### src/rtl/tpu_pkg.sv
package tpu_pkg;

    // Wait state of one task; RUN means not paused.
    typedef enum logic [1:0] {
        WK_RUN  = 2'd0,
        WK_ZERO = 2'd1,
        WK_FLAG = 2'd2,
        WK_HOLD = 2'd3
    } wait_kind_e;

    typedef struct packed {
        logic valid;
        logic inc;
        logic step;
    } resume_cmd_t;

    // Number of flag bits at the top of the polled word.
    localparam int unsigned FLAG_N = 4;

    function automatic logic [FLAG_N-1:0] flag_onehot(input logic [1:0] sel);
        return FLAG_N'(1) << sel;
    endfunction

    function automatic logic is_polling(input wait_kind_e k);
        return (k == WK_ZERO) || (k == WK_FLAG);
    endfunction

    function automatic logic poll_pass(input wait_kind_e k, input logic word_zero,
                                       input logic [FLAG_N-1:0] flags,
                                       input logic [1:0] sel);
        case (k)
            WK_ZERO: return word_zero;
            WK_FLAG: return !flags[sel];
            default: return 1'b0;
        endcase
    endfunction

endpackage

### src/rtl/tpu_slot_ctr.sv
module tpu_slot_ctr #(
    parameter int unsigned N_TASK = 4,
    localparam int unsigned TW = (N_TASK > 1) ? $clog2(N_TASK) : 1
) (
    input  logic          clk,
    input  logic          rst,
    output logic [TW-1:0] slot
);
    localparam logic [TW-1:0] LAST = TW'(N_TASK - 1);

    always_ff @(posedge clk) begin
        if (rst) begin
            slot <= '0;
        end else if (slot == LAST) begin
            slot <= '0;
        end else begin
            slot <= slot + TW'(1);
        end
    end
endmodule

### src/rtl/tpu_poll_eval.sv
module tpu_poll_eval
    import tpu_pkg::*;
#(
    parameter int unsigned DW = 32
) (
    input  wait_kind_e    kind,
    input  logic [1:0]    sel,
    input  logic [DW-1:0] rdata,
    output logic          release_ok
);
    logic            word_zero;
    logic [FLAG_N-1:0] flags;

    assign word_zero  = (rdata == '0);
    assign flags      = rdata[DW-1 -: FLAG_N];
    assign release_ok = poll_pass(kind, word_zero, flags, sel);
endmodule

### src/rtl/tpu_pause_word.sv
module tpu_pause_word
    import tpu_pkg::*;
#(
    parameter int unsigned DW    = 32,
    parameter int unsigned CODEW = 9
) (
    input  logic [CODEW-1:0] code,
    input  logic             flag_mode,
    input  logic [DW-1:0]    old_word,
    output logic [DW-1:0]    word
);
    always_comb begin
        if (flag_mode) begin
            // read-modify-write: keep other flags and the middle data bits
            word                  = old_word;
            word[DW-1 -: FLAG_N]  = old_word[DW-1 -: FLAG_N] | flag_onehot(code[1:0]);
            word[CODEW-1:0]       = code;
        end else begin
            word                  = '0;
            word[CODEW-1:0]       = code;
        end
    end
endmodule

### src/rtl/tpu_task_ctx.sv
module tpu_task_ctx
    import tpu_pkg::*;
#(
    parameter int unsigned PCW = 16,
    parameter int unsigned AW  = 5
) (
    input  logic           clk,
    input  logic           rst,
    input  logic           slot_hit,
    input  logic           poll_rel,
    input  logic           op_pause,
    input  logic           op_flag,
    input  logic [AW-1:0]  op_dst,
    input  logic [1:0]     op_sel,
    input  logic           jump_en,
    input  logic [PCW-1:0] jump_pc,
    input  resume_cmd_t    rsm,
    output logic [PCW-1:0] pc_o,
    output wait_kind_e     kind_o,
    output logic           armed_o,
    output logic [AW-1:0]  dst_o,
    output logic [1:0]     sel_o
);
    logic           self_release;
    logic           ext_release;
    logic [PCW-1:0] pc_step;
    logic [PCW-1:0] pc_exec;

    assign self_release = slot_hit && is_polling(kind_o) && poll_rel;
    // a resume only counts if the task is paused and did not free itself now
    assign ext_release  = rsm.valid && (kind_o != WK_RUN) && !self_release;
    assign pc_step      = pc_o + PCW'(1);
    assign pc_exec      = jump_en ? jump_pc : pc_step;

    always_ff @(posedge clk) begin
        if (rst) begin
            pc_o    <= '0;
            kind_o  <= WK_RUN;
            armed_o <= 1'b0;
            dst_o   <= '0;
            sel_o   <= '0;
        end else if (self_release) begin
            kind_o <= WK_RUN;
            pc_o   <= pc_step;
        end else if (ext_release) begin
            kind_o  <= WK_RUN;
            armed_o <= rsm.step;
            if (rsm.inc) begin
                pc_o <= pc_step;
            end
        end else if (slot_hit && kind_o == WK_RUN) begin
            if (armed_o) begin
                // the single stepped instruction, then park
                armed_o <= 1'b0;
                kind_o  <= WK_HOLD;
                pc_o    <= pc_exec;
            end else if (op_pause) begin
                kind_o <= op_flag ? WK_FLAG : WK_ZERO;
                dst_o  <= op_dst;
                sel_o  <= op_sel;
            end else begin
                pc_o <= pc_exec;
            end
        end
    end
endmodule

### src/rtl/tpu_pause_unit.sv
module tpu_pause_unit
    import tpu_pkg::*;
#(
    parameter int unsigned N_TASK = 4,
    parameter int unsigned PCW    = 16,
    parameter int unsigned DW     = 32,
    parameter int unsigned AW     = 5,
    parameter int unsigned CODEW  = 9,
    localparam int unsigned TW    = (N_TASK > 1) ? $clog2(N_TASK) : 1
) (
    input  logic                  clk,
    input  logic                  rst,
    output logic [TW-1:0]         slot_o,
    output logic [PCW-1:0]        fetch_pc_o,
    output logic [N_TASK*PCW-1:0] pcs_o,
    input  logic                  op_pause_i,
    input  logic                  op_flag_i,
    input  logic [AW-1:0]         op_dst_i,
    input  logic [CODEW-1:0]      op_code_i,
    input  logic                  jump_en_i,
    input  logic [PCW-1:0]        jump_pc_i,
    output logic                  rf_re_o,
    output logic [AW-1:0]         rf_raddr_o,
    input  logic [DW-1:0]         rf_rdata_i,
    output logic                  rf_we_o,
    output logic [AW-1:0]         rf_waddr_o,
    output logic [DW-1:0]         rf_wdata_o,
    input  logic                  rsm_valid_i,
    input  logic [TW-1:0]         rsm_task_i,
    input  logic                  rsm_inc_i,
    input  logic                  rsm_step_i,
    output logic [N_TASK-1:0]     paused_o
);
    logic [TW-1:0]  slot;
    logic [PCW-1:0] pc_q    [N_TASK];
    wait_kind_e     kind_q  [N_TASK];
    logic           armed_q [N_TASK];
    logic [AW-1:0]  dst_q   [N_TASK];
    logic [1:0]     sel_q   [N_TASK];

    wait_kind_e cur_kind;
    logic       cur_running;
    logic       cur_polling;
    logic       poll_rel;

    tpu_slot_ctr #(.N_TASK(N_TASK)) u_slot (
        .clk  (clk),
        .rst  (rst),
        .slot (slot)
    );

    assign cur_kind    = kind_q[slot];
    assign cur_polling = is_polling(cur_kind);
    assign cur_running = (cur_kind == WK_RUN) && !armed_q[slot];

    // register port: poll read while paused, old-word read for a flag pause
    assign rf_we_o    = cur_running && op_pause_i;
    assign rf_waddr_o = op_dst_i;
    assign rf_re_o    = cur_polling || (rf_we_o && op_flag_i);
    assign rf_raddr_o = cur_polling ? dst_q[slot] : op_dst_i;

    tpu_poll_eval #(.DW(DW)) u_poll (
        .kind       (cur_kind),
        .sel        (sel_q[slot]),
        .rdata      (rf_rdata_i),
        .release_ok (poll_rel)
    );

    tpu_pause_word #(.DW(DW), .CODEW(CODEW)) u_word (
        .code      (op_code_i),
        .flag_mode (op_flag_i),
        .old_word  (rf_rdata_i),
        .word      (rf_wdata_o)
    );

    for (genvar i = 0; i < N_TASK; i++) begin : g_task
        resume_cmd_t rsm;
        assign rsm.valid = rsm_valid_i && (rsm_task_i == TW'(i));
        assign rsm.inc   = rsm_inc_i;
        assign rsm.step  = rsm_step_i;

        tpu_task_ctx #(.PCW(PCW), .AW(AW)) u_ctx (
            .clk      (clk),
            .rst      (rst),
            .slot_hit (slot == TW'(i)),
            .poll_rel (poll_rel),
            .op_pause (op_pause_i),
            .op_flag  (op_flag_i),
            .op_dst   (op_dst_i),
            .op_sel   (op_code_i[1:0]),
            .jump_en  (jump_en_i),
            .jump_pc  (jump_pc_i),
            .rsm      (rsm),
            .pc_o     (pc_q[i]),
            .kind_o   (kind_q[i]),
            .armed_o  (armed_q[i]),
            .dst_o    (dst_q[i]),
            .sel_o    (sel_q[i])
        );

        assign pcs_o[i*PCW +: PCW] = pc_q[i];
        assign paused_o[i]         = (kind_q[i] != WK_RUN);
    end

    assign slot_o     = slot;
    assign fetch_pc_o = pc_q[slot];
endmodule

### config.mk
export PLATFORM = sky130hd
export DESIGN_NAME = tpu_pause_unit
export DESIGN_NICKNAME = d
export VERILOG_FILES = /design/src/rtl/tpu_pkg.sv /design/src/rtl/tpu_slot_ctr.sv /design/src/rtl/tpu_poll_eval.sv /design/src/rtl/tpu_pause_word.sv /design/src/rtl/tpu_task_ctx.sv /design/src/rtl/tpu_pause_unit.sv
export SDC_FILE = /design/constraint.sdc
export NUM_CORES = 1
export LEC_CHECK = 0
export BUFFER_PORTS_ARGS = -buffer_cell sky130_fd_sc_hd__clkbuf_2
export CORE_UTILIZATION = 30
export CTS_CLUSTER_DIAMETER = 80
export CTS_CLUSTER_SIZE = 40
export DETAILED_ROUTE_END_ITERATION = 7
export HOLD_SLACK_MARGIN = 0.02
export PLACE_DENSITY_LB_ADDON = 0.12
export SLEW_MARGIN = 20
export SYNTH_ARGS = -nofsm -noshare
export SYNTH_HDL_FRONTEND = slang
export SYNTH_SLANG_ARGS = --single-unit
### constraint.sdc
create_clock -name clk -period 3.65 [get_ports clk]
set_input_delay 0.1825 -clock clk [delete_from_list [all_inputs] [get_ports clk]]
set_output_delay 0.1825 -clock clk [all_outputs]
set_load 0.02 [all_outputs]
==> summary.md <==
| Metric | Value |
|---|---|
| Worst slack at placement | `117.5 ps` |
| Worst EP required | `~3900 ps` |
| Initial antenna violation count | `0` |
| Pleak | `around 3.4 nW` |
| Largest net degree at the start of global routing | `65` |
| Reg area | `~0.0021 mm2` |
| Final setup vio count | `0` |
| Most frequent CP cell | `buf_4` |
| GP Congestion | `about 0.88` |
| Multi-input combinational cell area | `0.004451 mm2` |
| Pwr Density | `around 390 mW/mm2` |
| CTS H-tree lvls | `3` |
| Synth Register Bits | `around 110` |
| Synth async-reset ratio | `0` |
| Starting DRT DRC Count | `574` |
| Core ar. | `approximately 0.023 mm2` |
| Fillers | `2410` |
| Clk slew on worst S/H paths | `80 ps` |
| Hold WC Path Type | `in -> reg` |
| Max FO, Critical Path | `11` |
| Most common cell after layout, fill and taps aside | `clkbuf_2` |
| Sequential area share after synthesis | `0.2983` |
| Yosys cell types | `63` |
| RSZ-0062 raised after global routing | `no` |
| Vias per cell | `~5.5` |
| Measured slew at the worst slew-check pin | `between 800 and 900 ps` |
| Cell area after synthesis | `between 0.007 and 0.008 mm2` |
| Critical Path Sink Type | `flip-flop` |
| Ports | `roughly 200` |
| CTS buffer count | `9` |
| Chip Width | `between 150 and 200 um` |
| 1st-pass router iterations | `5` |
| Wire per inst | `roughly 20 um` |
| WL met1 | `~13000 um` |
| Critical Path, Cell by Cell | `mux4_2 > inv_1 > ha_1 > nor4b_1 > nand4_1 > nor3_4 > buf_4 > o2111ai_1 > buf_4 > nand2_1 > buf_4 > o21ai_1 > a2111oi_2` |
| Fraction of layout cells with a size suffix above 1 | `0.2857` |
| Crit-path max cell delay | `about 540 ps` |
| Min Tclk post-route | `around 3300 ps` |
| CTS root buf | `clkbuf_16` |
| Sink Count | `between 100 and 150` |
| Clock latency on the worst-skew pair | `between 300 and 400 ps` |
| Initial Utilization | `0.3104` |
| Max-slew headroom | `0.4424` |
| Largest delay share family, worst path | `buffers and inverters` |
| Fin nets | `~1100` |
| Die Y | `between 150 and 200 um` |
| Grt ovf | `0` |
| FP Rows | `55` |
| Clock skew | `~10 ps` |
| Setup TNS | `0 ps` |
| Final hold vios | `0` |
| Die area | `about 0.024 mm2` |
| Type of origin of the critical path | `flip-flop` |
| DR vias | `between 7000 and 8000` |
| Syn-to-layout area delta | `21.78%` |
| Final setup margin | `a little under 400 ps` |
| Dominant synthesized flop cell | `dfxtp_1` |
| Final WL | `about 26000 um` |
| Worst VDD drop | `about 210 uV` |
| Fmax | `306.9 MHz` |
| MaxCap Viol Count | `0` |
| Cells after Synth | `around 840` |
| Hpwl dp | `20040 um` |
| EDFF count, synth | `0` |
| Highest metal layer with signal wires | `met4` |
| GRT Total Usage | `0.2170` |
| WP data arrival | `about 3500 ps` |
| Highest-delay cell along the critical path | `mux4_2` |
| Sum of buffers and inverters on the critical path | `4` |
| DRC Markers | `0` |
| Antenna diodes | `0` |
| Setup CP Type | `reg -> reg` |
| Remaining antenna violation count | `0` |
| Count of pins over their slew limit | `0` |
| PortBufs | `187` |
| YS warnings | `0` |
| Mean post-synth cell area | `about 8.4 um2` |
| Metal2 WL | `11820 um` |
| CTS tree | `yes` |
| Outcome | `complete, no violations` |
| Commonest non-fill, non-tap cells in the layout | `clkbuf_2 (186), dfxtp_1 (104), a21oi_1 (71)` |
| Clk buf depth | `2` |
| Via count of the first global-routing pass | `6661` |
| First-pass GRT wire length | `a little over 40000 um` |
| Syn nets | `about 930` |
| Final period util | `0.8927` |
| DR WL met3 | `around 1400 um` |
==> registers in the layout, indices dropped and copies added (netlist names) <==
name	count
g_task.u_ctx.kind_o	8
u_slot.slot	2
g_task.u_ctx.pc_o	64
g_task.u_ctx.sel_o	8
g_task.u_ctx.armed_o	4
g_task.u_ctx.dst_o	20
==> timing repair <==
item / 4_1_cts / 5_1_grt
hold buffers: 0 / 0
resized for setup: 0 / 2
buffers inserted: 0 / 1
setup endpoints to repair: 0 / 35
==> worst register-to-register path, stage by stage, from the launching register on <==
cell and delay (ps):
dfxtp_2 420, mux4_2 540, inv_1 90, ha_1 140, nor4b_1 230, nand4_1 190, nor3_4 180, buf_4 170
o2111ai_1 230, buf_4 260, nand2_1 80, buf_4 190, o21ai_1 90, a2111oi_2 340
==> cell families (layout without fill, tap and decap cells) <==
logic type / count (synthesis) / after routing / share of synthesized area
AND/OR/NAND/NOR: 275 / 275 / 0.1981
buffers and inverters: 128 / 287 / 0.07986
flip-flops: 106 / 106 / 0.2983
adder cells (fa/ha/maj): 15 / 15 / 0.02639
AO/OA/AOI/OAI: 236 / 236 / 0.2362
multiplexers: 82 / 82 / 0.1611
==> per-layer routing <==
metal / vias up / track usage
met2: 217 / 0.3327
met5: - / 0
met1: 3494 / 0.3193
met3: 17 / 0.02917
li1: 3450 / -
met4: 0 / 0.04762
==> area by class of cell <==
| class | count | area share |
|---|---|---|
| Inverter | 55 | 0.02383 |
| Sequential cell | 106 | 0.2453 |
| Clock inverter | 7 | 0.01242 |
| Clock buffer | 9 | 0.02600 |
| Multi-Input combinational cell | 608 | 0.5138 |
| Tap cell | 313 | 0.04521 |
| Timing Repair Buffer | 216 | 0.1335 |
==> worst paths after layout <==
kind	endpoint	start	cells after the start	slack [ps]
worst min register to register	g_task[0].u_ctx.dst_o[0]	g_task[0].u_ctx.dst_o[0]	2	500
worst max register to register	g_task[3].u_ctx.pc_o[9]	u_slot.slot[0]	13	390
worst max-delay path	g_task[3].u_ctx.pc_o[9]	u_slot.slot[0]	13	390
worst min-delay path	g_task[2].u_ctx.dst_o[4]	op_dst_i[4]	3	140
==> synthesized netlist by cell type, types with 3 or more instances <==
master / instances / share of area
nand3_1: 22 / 0.015
and2_1: 29 / 0.026
nand2_2: 3 / 0.0026
buf_1: 7 / 0.0037
nor4b_1: 4 / 0.0049
buf_4: 15 / 0.016
o2111ai_1: 3 / 0.0037
and3_1: 12 / 0.011
o21a_1: 10 / 0.011
clkbuf_1: 31 / 0.016
nor2b_1: 11 / 0.0097
dfxtp_1: 106 / 0.30
o2111a_1: 4 / 0.0063
mux2_2: 6 / 0.0095
nor2_1: 64 / 0.034
a211oi_1: 26 / 0.027
o2bb2ai_1: 8 / 0.0099
or3_1: 17 / 0.015
o22ai_1: 9 / 0.0079
mux4_2: 25 / 0.079
a2111oi_0: 6 / 0.0074
inv_1: 55 / 0.029
a31oi_1: 12 / 0.011
nand2b_1: 12 / 0.011
mux2i_1: 50 / 0.070
or2_2: 5 / 0.0044
nor4_1: 9 / 0.0079
a221oi_1: 3 / 0.0037
a21oi_1: 71 / 0.050
o21ai_0: 21 / 0.015
nor3_1: 20 / 0.014
nand4_1: 7 / 0.0062
ha_1: 15 / 0.026
a311oi_1: 3 / 0.0037
buf_2: 19 / 0.013
nand2_1: 50 / 0.026
o32ai_1: 38 / 0.047
nor3b_1: 3 / 0.0032
==> through the flow <==
step                cells  cell area, um2  total power [W]  hold slack (ps)    util
floorplan             842            7113         0.001912            329.4       -
finish               1314            8662         0.003352            139.5  0.3780
global placement     1297            8313         0.002222            365.1  0.3628
CTS                  1313            8646         0.003371            139.5  0.3773
detailed placement   1297            8313         0.002222            365.1  0.3628
global route         1314            8662         0.003502            159.0  0.3780
==> power by group <==
group / switching [W] / total, W / internal, W
Clock: 0.000535 / 0.00115 / 0.000618
Sequential: 0.0000889 / 0.00131 / 0.00122
Combinational: 0.000548 / 0.000892 / 0.000344
Power figures use the tool's default switching activity.
